`src/rtl/ecc_log_pkg.sv`:
```
// Package: shared types and field positions for the flash ECC error logger.
// Assumes a four-bit status word with the frozen flag at the top.
package ecc_log_pkg;

    // One classified ECC event, produced per checked read.
    typedef struct packed {
        logic hit;       // an error of any kind was seen
        logic high;      // uncorrectable severity
        logic corr;      // single-bit, corrected
        logic promoted;  // single-bit, promoted to uncorrectable
        logic dbl;       // double-bit
    } ecc_evt_t;

    localparam int STAT_W      = 4;
    localparam int ST_CORR     = 0;
    localparam int ST_PROMOTED = 1;
    localparam int ST_DBL      = 2;
    localparam int ST_FROZEN   = 3;

    localparam logic [1:0] SEL_CTRL = 2'd0;
    localparam logic [1:0] SEL_STAT = 2'd1;
    localparam logic [1:0] SEL_ADDR = 2'd2;

endpackage

```
`src/rtl/ecc_ctrl_regs.sv`:
```
// Module: control word holding the mode code, enable key and halt-ignore bit.
// Assumes writes are single-cycle strobes; only privileged writes change state.
// Unused upper write-data bits are discarded; they read back as zero.
module ecc_ctrl_regs #(
    parameter int DATA_W = 32,
    parameter int MODE_W = 4,
    parameter int KEY_W  = 4,
    parameter logic [MODE_W-1:0] MODE_RST = 4'hA,
    parameter logic [KEY_W-1:0]  KEY_RST  = 4'h5
) (
    input  logic              clk,
    input  logic              rst_n,
    input  logic              wr_en,
    input  logic              wr_priv,
    input  logic [DATA_W-1:0] wdata,
    output logic [MODE_W-1:0] mode,
    output logic              halt_ign,
    output logic [DATA_W-1:0] ctrl_word
);
    localparam int MODE_LSB = 0;
    localparam int KEY_LSB  = MODE_LSB + MODE_W;
    localparam int HALT_BIT = KEY_LSB + KEY_W;
    localparam int USED_W   = HALT_BIT + 1;

    logic [KEY_W-1:0] key_q;
    logic             unused_wbits;

    assign unused_wbits = ^wdata[DATA_W-1:USED_W];

    // Field storage: reset values, then privileged writes only.
    always_ff @(posedge clk) begin
        if (!rst_n) begin
            mode     <= MODE_RST;
            key_q    <= KEY_RST;
            halt_ign <= 1'b0;
        end else if (wr_en && wr_priv) begin
            mode     <= wdata[MODE_LSB +: MODE_W];
            key_q    <= wdata[KEY_LSB +: KEY_W];
            halt_ign <= wdata[HALT_BIT];
        end
    end

    // Readback image with reserved bits held at zero.
    always_comb begin
        ctrl_word                    = '0;
        ctrl_word[MODE_LSB +: MODE_W] = mode;
        ctrl_word[KEY_LSB +: KEY_W]   = key_q;
        ctrl_word[HALT_BIT]           = halt_ign;
    end
endmodule

```
`src/rtl/ecc_region_dec.sv`:
```
// Module: flags addresses that fall in one of the special spans.
// Assumes every span is 2**SPAN_LOG2 bytes, aligned to its own size.
module ecc_region_dec #(
    parameter int ADDR_W    = 32,
    parameter int SPAN_LOG2 = 24,
    parameter int NUM_SPAN  = 3,
    parameter logic [NUM_SPAN*ADDR_W-1:0] BASES =
        {32'hF100_0000, 32'hF000_0000, 32'h2000_0000}
) (
    input  logic [ADDR_W-1:0] addr,
    output logic              special
);
    localparam int TAG_W = ADDR_W - SPAN_LOG2;

    logic [NUM_SPAN-1:0] hit;
    logic                unused_low;

    assign unused_low = ^addr[SPAN_LOG2-1:0];

    // One tag comparator per span.
    for (genvar g = 0; g < NUM_SPAN; g++) begin : g_span
        assign hit[g] = (addr[ADDR_W-1:SPAN_LOG2] ==
                         BASES[g*ADDR_W + SPAN_LOG2 +: TAG_W]);
    end

    assign special = |hit;
endmodule

```
`src/rtl/ecc_err_classify.sv`:
```
// Module: turns raw ECC flags into a severity-tagged event.
// Assumes a double-bit flag dominates a simultaneous single-bit flag.
module ecc_err_classify
    import ecc_log_pkg::*;
#(
    parameter int MODE_W = 4,
    parameter logic [MODE_W-1:0] PROMOTE_CODE = 4'h5
) (
    input  logic              valid,
    input  logic              sbe,
    input  logic              dbe,
    input  logic              special,
    input  logic [MODE_W-1:0] mode,
    output ecc_evt_t          evt
);
    logic single;
    logic promote;

    // Severity decision for this read.
    always_comb begin
        single       = valid && sbe && !dbe;
        promote      = special && (mode == PROMOTE_CODE);
        evt.dbl      = valid && dbe;
        evt.promoted = single && promote;
        evt.corr     = single && !promote;
        evt.high     = evt.dbl || evt.promoted;
        evt.hit      = evt.dbl || single;
    end
endmodule

```
`src/rtl/ecc_evt_capture.sv`:
```
// Module: sticky status, frozen failing address, severity pulses, error pin.
// Assumes log_ok already folds in the halt gating; release_req likewise.
module ecc_evt_capture
    import ecc_log_pkg::*;
#(
    parameter int ADDR_W = 32
) (
    input  logic              clk,
    input  logic              rst_n,
    input  ecc_evt_t          evt,
    input  logic [ADDR_W-1:0] evt_addr,
    input  logic              log_ok,
    input  logic              release_req,
    output logic [STAT_W-1:0] status,
    output logic [ADDR_W-1:0] cap_addr,
    output logic              err_low,
    output logic              err_high,
    output logic              err_pin
);
    logic       take;
    logic       capture;
    logic       frozen_q;
    logic [2:0] flags_q;
    logic       acc_hi_q;
    logic       acc_lo_q;

    assign take    = evt.hit && log_ok;
    assign capture = take && (!frozen_q || release_req);

    // Capture and freeze; release clears unless a new event lands.
    always_ff @(posedge clk) begin
        if (!rst_n) begin
            frozen_q <= 1'b0;
            flags_q  <= '0;
            cap_addr <= '0;
        end else if (capture) begin
            frozen_q <= 1'b1;
            flags_q  <= {evt.dbl, evt.promoted, evt.corr};
            cap_addr <= evt_addr;
        end else if (release_req) begin
            frozen_q <= 1'b0;
            flags_q  <= '0;
        end
    end

    // Accepted-event stage, one cycle ahead of the pulses.
    always_ff @(posedge clk) begin
        if (!rst_n) begin
            acc_hi_q <= 1'b0;
            acc_lo_q <= 1'b0;
        end else begin
            acc_hi_q <= take && evt.high;
            acc_lo_q <= take && !evt.high;
        end
    end

    // Severity pulses issued the cycle after logging.
    always_ff @(posedge clk) begin
        if (!rst_n) begin
            err_high <= 1'b0;
            err_low  <= 1'b0;
        end else begin
            err_high <= acc_hi_q;
            err_low  <= acc_lo_q;
        end
    end

    // Held error pin: set by uncorrectable pulses, cleared by release.
    always_ff @(posedge clk) begin
        if (!rst_n)           err_pin <= 1'b0;
        else if (acc_hi_q)    err_pin <= 1'b1;
        else if (release_req) err_pin <= 1'b0;
    end

    assign status = {frozen_q, flags_q};
endmodule

```
`src/rtl/flash_ecc_err_log.sv`:
```
// Module: top of the flash ECC error classifier and logger.
// Assumes ADDR_W does not exceed DATA_W; register reads are combinational.
module flash_ecc_err_log
    import ecc_log_pkg::*;
#(
    parameter int ADDR_W    = 32,
    parameter int DATA_W    = 32,
    parameter int MODE_W    = 4,
    parameter int SPAN_LOG2 = 24
) (
    input  logic              clk,
    input  logic              rst_n,
    input  logic              chk_valid,
    input  logic              chk_sbe,
    input  logic              chk_dbe,
    input  logic [ADDR_W-1:0] chk_addr,
    input  logic              dbg_halt,
    input  logic [1:0]        reg_addr,
    input  logic              reg_wr,
    input  logic              reg_rd,
    input  logic              reg_priv,
    input  logic [DATA_W-1:0] reg_wdata,
    output logic [DATA_W-1:0] reg_rdata,
    output logic              err_low,
    output logic              err_high,
    output logic              err_pin
);
    logic [MODE_W-1:0] mode;
    logic              halt_ign;
    logic [DATA_W-1:0] ctrl_word;
    logic              special;
    ecc_evt_t          evt;
    logic              log_ok;
    logic              release_req;
    logic [STAT_W-1:0] status;
    logic [ADDR_W-1:0] cap_addr;

    // Halt gating shared by logging and release.
    assign log_ok      = halt_ign || !dbg_halt;
    assign release_req = reg_rd && (reg_addr == SEL_ADDR) && log_ok;

    ecc_ctrl_regs #(.DATA_W(DATA_W), .MODE_W(MODE_W)) u_ctrl (
        .clk(clk), .rst_n(rst_n),
        .wr_en(reg_wr && (reg_addr == SEL_CTRL)), .wr_priv(reg_priv),
        .wdata(reg_wdata), .mode(mode), .halt_ign(halt_ign),
        .ctrl_word(ctrl_word)
    );

    ecc_region_dec #(.ADDR_W(ADDR_W), .SPAN_LOG2(SPAN_LOG2)) u_region (
        .addr(chk_addr), .special(special)
    );

    ecc_err_classify #(.MODE_W(MODE_W)) u_class (
        .valid(chk_valid), .sbe(chk_sbe), .dbe(chk_dbe),
        .special(special), .mode(mode), .evt(evt)
    );

    ecc_evt_capture #(.ADDR_W(ADDR_W)) u_cap (
        .clk(clk), .rst_n(rst_n), .evt(evt), .evt_addr(chk_addr),
        .log_ok(log_ok), .release_req(release_req),
        .status(status), .cap_addr(cap_addr),
        .err_low(err_low), .err_high(err_high), .err_pin(err_pin)
    );

    // Register read multiplexer.
    always_comb begin
        reg_rdata = '0;
        unique case (reg_addr)
            SEL_CTRL: reg_rdata = ctrl_word;
            SEL_STAT: reg_rdata[STAT_W-1:0] = status;
            SEL_ADDR: reg_rdata[ADDR_W-1:0] = cap_addr;
            default:  reg_rdata = '0;
        endcase
    end
endmodule

```
`config.mk`:
```
export PLATFORM = sky130hd
export DESIGN_NAME = flash_ecc_err_log
export DESIGN_NICKNAME = d
export VERILOG_FILES = /design/src/rtl/ecc_log_pkg.sv /design/src/rtl/ecc_ctrl_regs.sv /design/src/rtl/ecc_region_dec.sv /design/src/rtl/ecc_err_classify.sv /design/src/rtl/ecc_evt_capture.sv /design/src/rtl/flash_ecc_err_log.sv
export SDC_FILE = /design/constraint.sdc
export NUM_CORES = 1
export LEC_CHECK = 0
export CORE_ASPECT_RATIO = 0.8
export CORE_MARGIN = 2
export CORE_UTILIZATION = 40
export DETAILED_ROUTE_END_ITERATION = 10
export GPL_TIMING_DRIVEN = 0
export PLACE_DENSITY_LB_ADDON = 0.25
export SLEW_MARGIN = 20
export SYNTH_ARGS = -nofsm -noshare
export SYNTH_HDL_FRONTEND = slang
export SYNTH_SLANG_ARGS = --single-unit
export TNS_END_PERCENT = 30
```
`constraint.sdc`:
```
create_clock -name clk -period 2.05 [get_ports clk]
set_clock_uncertainty 0.2 [all_clocks]
set_input_delay 0.205 -clock clk [delete_from_list [all_inputs] [get_ports clk]]
set_output_delay 0.205 -clock clk [all_outputs]
set_load 0.01 [all_outputs]
```
==> impl_metrics.py <==
metrics = {
    "run_status": {
        "status": "complete, no violations",
    },
    "layout": {
        "fin_nets": 409,
        "area_growth_syn_to_layout_pct": 47.6,
        "drive_above_1_share_pct": 8.41,
        "antennaDiodeCount": 0,
        "final-instance-count-excl-fill": 411,
        "fin_util_pct": 61.3,
        "fin_area_mm2": 0.00333,
    },
    "grt": {
        "met1_usage_pct": 25.1,
        "use_met2_pct": 27.6,
        "grt_use_total_pct": 18.1,
        "use_met3_pct": 4.32,
        "grt_overflow_total": 0,
        "grt.busiest_layer": "met2",
        "grt_max_degree": 14,
        "grt_pass1_wl_um": 8700,
        "grt_pass1_vias": 1816,
        "grt_antenna_before_repair": 0,
    },
    "critical_path": {
        "cp-start-kind": "input pin",
        "max_stage_delay_ps": 500,
        "cp.depth": 5,
        "ff2ff_path_depth": 4,
        "worst_path_max_delay_cell": "clkdlybuf4s50_1",
        "rr_startpoint": "u_ctrl.mode[1]$_SDFFE_PN1P_",
        "rr_endpoint": "u_cap.flags_q[0]$_SDFFE_PN0P_",
        "arrival_ps": 1570,
        "path_max_fanout": 10,
        "cp_cell_sequence": "clkdlybuf4s50_1 -> buf_2 -> mux2i_1 -> o21ai_0 -> clkdlybuf4s15_1",
        "path_buf_inv": 3,
        "critPathRequiredTime_ps": 1640,
        "r2r_setup_slack_ps": 190,
        "end_kind": "primary output",
        "cpLargestDelayFamily": "buffers and inverters",
        "worst-setup-path-type": "in -> out",
    },
    "logic_synthesis": {
        "synth-seq-cells": 50,
        "seq_area_frac_synth_pct": 44.3,
        "async_reset_ff_share_pct": 0,
        "ys.flop_type": "dfxtp_1",
        "synthTopCellsByArea": "dfxtp_1 (44%), mux2i_1 (18%), nor2b_1 (10%), and2_1 (6.9%), nand2_1 (3.8%)",
        "synth_top_area_share_pct": 44.3,
        "yosys_warnings": 0,
        "synth_nets": 312,
        "synth_edf_count": 0,
        "syn_inst": 237,
        "yosys.area.top_type": "dfxtp_1",
        "synth.avg_cell_area_um2": 9.53,
        "synth.distinct_cells": 27,
        "synth_area_mm2": 0.00226,
    },
    "power_and_ir_drop": {
        "finalPower_mw": 1.92,
        "power.density_mw_per_mm2": 577,
        "p_sw_mw": 0.458,
        "p_clk_share_pct": 29.6,
        "power.leakage_nw": 1.45,
        "peakVddDrop_v": 0.000339,
        "sw_frac_of_total_pct": 23.8,
        "power.internal_mw": 1.47,
        "power_frac_seq_pct": 53.4,
        "combinationalPowerShare_pct": 17.0,
    },
    "clock_network": {
        "insertion_delay_ps": 300,
        "numCtsBuffers": 5,
        "cts_hold_buf": 0,
        "cts_tree": "built",
        "cts_htree_levels": 2,
        "clock_sinks": 50,
        "root_buffer": "clkbuf_8",
        "cts_max_path_buffers": 2,
        "clk_pin_slew_worst_paths_ps": 80,
    },
    "place": {
        "place_inst": 401,
        "io_buffers": 86,
        "postPlaceCellArea_mm2": 0.00322,
        "place_ws_ps": -712,
        "place.gp.congestion": 0.824,
        "dp_hpwl_um": 4080,
    },
    "drt": {
        "ant_nets": 0,
        "drc": 0,
        "via_count": 1886,
        "drtIter0Drc": 74,
        "firstDrtPassIters": 4,
        "via_per_inst": 4.59,
        "drt_wl_total_um": 5500,
        "avgRoutedWirePerCell_um": 13.4,
    },
    "floorplan": {
        "ios": 110,
        "fp.dieH_um": 71.2,
        "core_region_area_mm2": 0.00544,
        "dieArea_mm2": 0.00627,
        "fp-row-count": 24,
        "start_util_pct": 41.6,
        "die_w_um": 88.0,
    },
    "min_path": {
        "hp-class": "reg -> reg",
        "hold_depth": 1,
        "worstHoldStart": "u_cap.acc_lo_q$_SDFF_PN0_",
        "hold_path_end": "u_cap.err_low$_SDFF_PN0_",
    },
    "timing": {
        "setup_tns_ps": 0,
        "tightest_slew_ps": 441,
        "whs_ps": 243,
        "setup_ws_ps": 73.2,
        "rsz0062_at_grt": "no",
        "finalHoldViolations": 0,
        "maxSlewHeadroom_pct": 70.6,
        "fmax_mhz": 506,
        "setup_violations": 0,
        "fin_crit_ps": 1980,
        "maxSlewViolCount": 0,
        "finalCritPeriodShare_pct": 96.4,
    },
    "job": {
        "maxCapViolCount": 0,
    },
}
## power groups by stage
stage,combinational [mW],clock (mW),sequential [mW]
floorplan,0.156,0,1.05
global placement,0.322,0,1.05
detailed placement,0.327,0,1.05
CTS,0.327,0.584,1.03
global route,0.356,0.630,1.03
finish,0.327,0.569,1.03
## layout by cell type (no fill, tap or decap), types with 3 or more instances in the layout
cell and n:
clkbuf_2 3, buf_6 4, o21ai_0 7, nand3_1 7, clkbuf_1 5, dlymetal6s2s_1 6, a21oi_1 3, a21boi_0 5
clkdlybuf4s50_1 53, buf_4 5, dlygate4sd2_1 22, nor2b_1 37, nand2_1 23, dfxtp_1 50, clkbuf_8 9, and2_1 25
mux2i_1 41, nor2_1 9, buf_2 3
## worst register-to-register path, delay by kind of cell, from the launching register on
family	cells	cell delay, ps
AND/OR/NAND/NOR	2	640
flip-flops	1	340
AO/OA/AOI/OAI	2	580
## state kept, by name, summed over array words and instances, names as in the netlist
register and flops:
u_cap.frozen_q 1, u_cap.acc_hi_q 1, u_cap.acc_lo_q 1, u_cap.err_low 1
u_ctrl.key_q 4, u_cap.cap_addr 32, u_ctrl.halt_ign 1, u_cap.flags_q 3
u_cap.err_pin 1, u_ctrl.mode 4, u_cap.err_high 1
## layout make-up
class,count,area [um^2]
Sequential cell,50,1000
Multi-Input combinational cell,172,1170
Timing Repair Buffer,90,858
Buffer,15,123
Tap cell,78,97.6
Fill cell,518,2100
Clock buffer,6,82.6
## synth_stat cells (all sizes together) (2+ instances only)
cell    instances
dfxtp          50
mux2i          41
nor2b          37
and2           26
nand2          23
nor2            9
clkbuf          8
buf             7
nand3           7
o21ai           7
a21boi          5
a21oi           3
a211oi          2
and3            2
## worst max path at each step
stage / from / endpoint / slack [ps]
2_1_floorplan: u_ctrl.mode[1]$_SDFFE_PN1P_ / u_cap.flags_q[0]$_SDFFE_PN0P_ / 390
3_3_place_gp: reg_addr[1] / reg_rdata[2] / -680
3_5_place_dp: reg_addr[1] / reg_rdata[1] / -710
4_1_cts: reg_addr[1] / reg_rdata[6] / -50
5_1_grt: reg_addr[0] / reg_rdata[0] / 10
6_report: reg_addr[0] / reg_rdata[0] / 70
## timing repair
item / in CTS / in global routing
pin swaps: 0 / 0
gates resized for setup: 40 / 16
buffers inserted: 0 / 4
setup endpoints to repair: 32 / 25
## logic make-up (layout without fill, tap and decap cells)
group / Yosys count / count (layout) / synth area share [%]
AO/OA/AOI/OAI: 20 / 20 / 6.15
buffers and inverters: 15 / 111 / 3.82
flip-flops: 50 / 50 / 44.3
multiplexers: 41 / 41 / 18.2
AND/OR/NAND/NOR: 111 / 111 / 27.5
## routing by layer
layer,up-vias,routed length [um]
met5,-,0
met4,0,98
met3,10,336
met2,63,2360
met1,839,2710
li1,974,-
No activity file was read; power rests on OpenSTA's default activity.
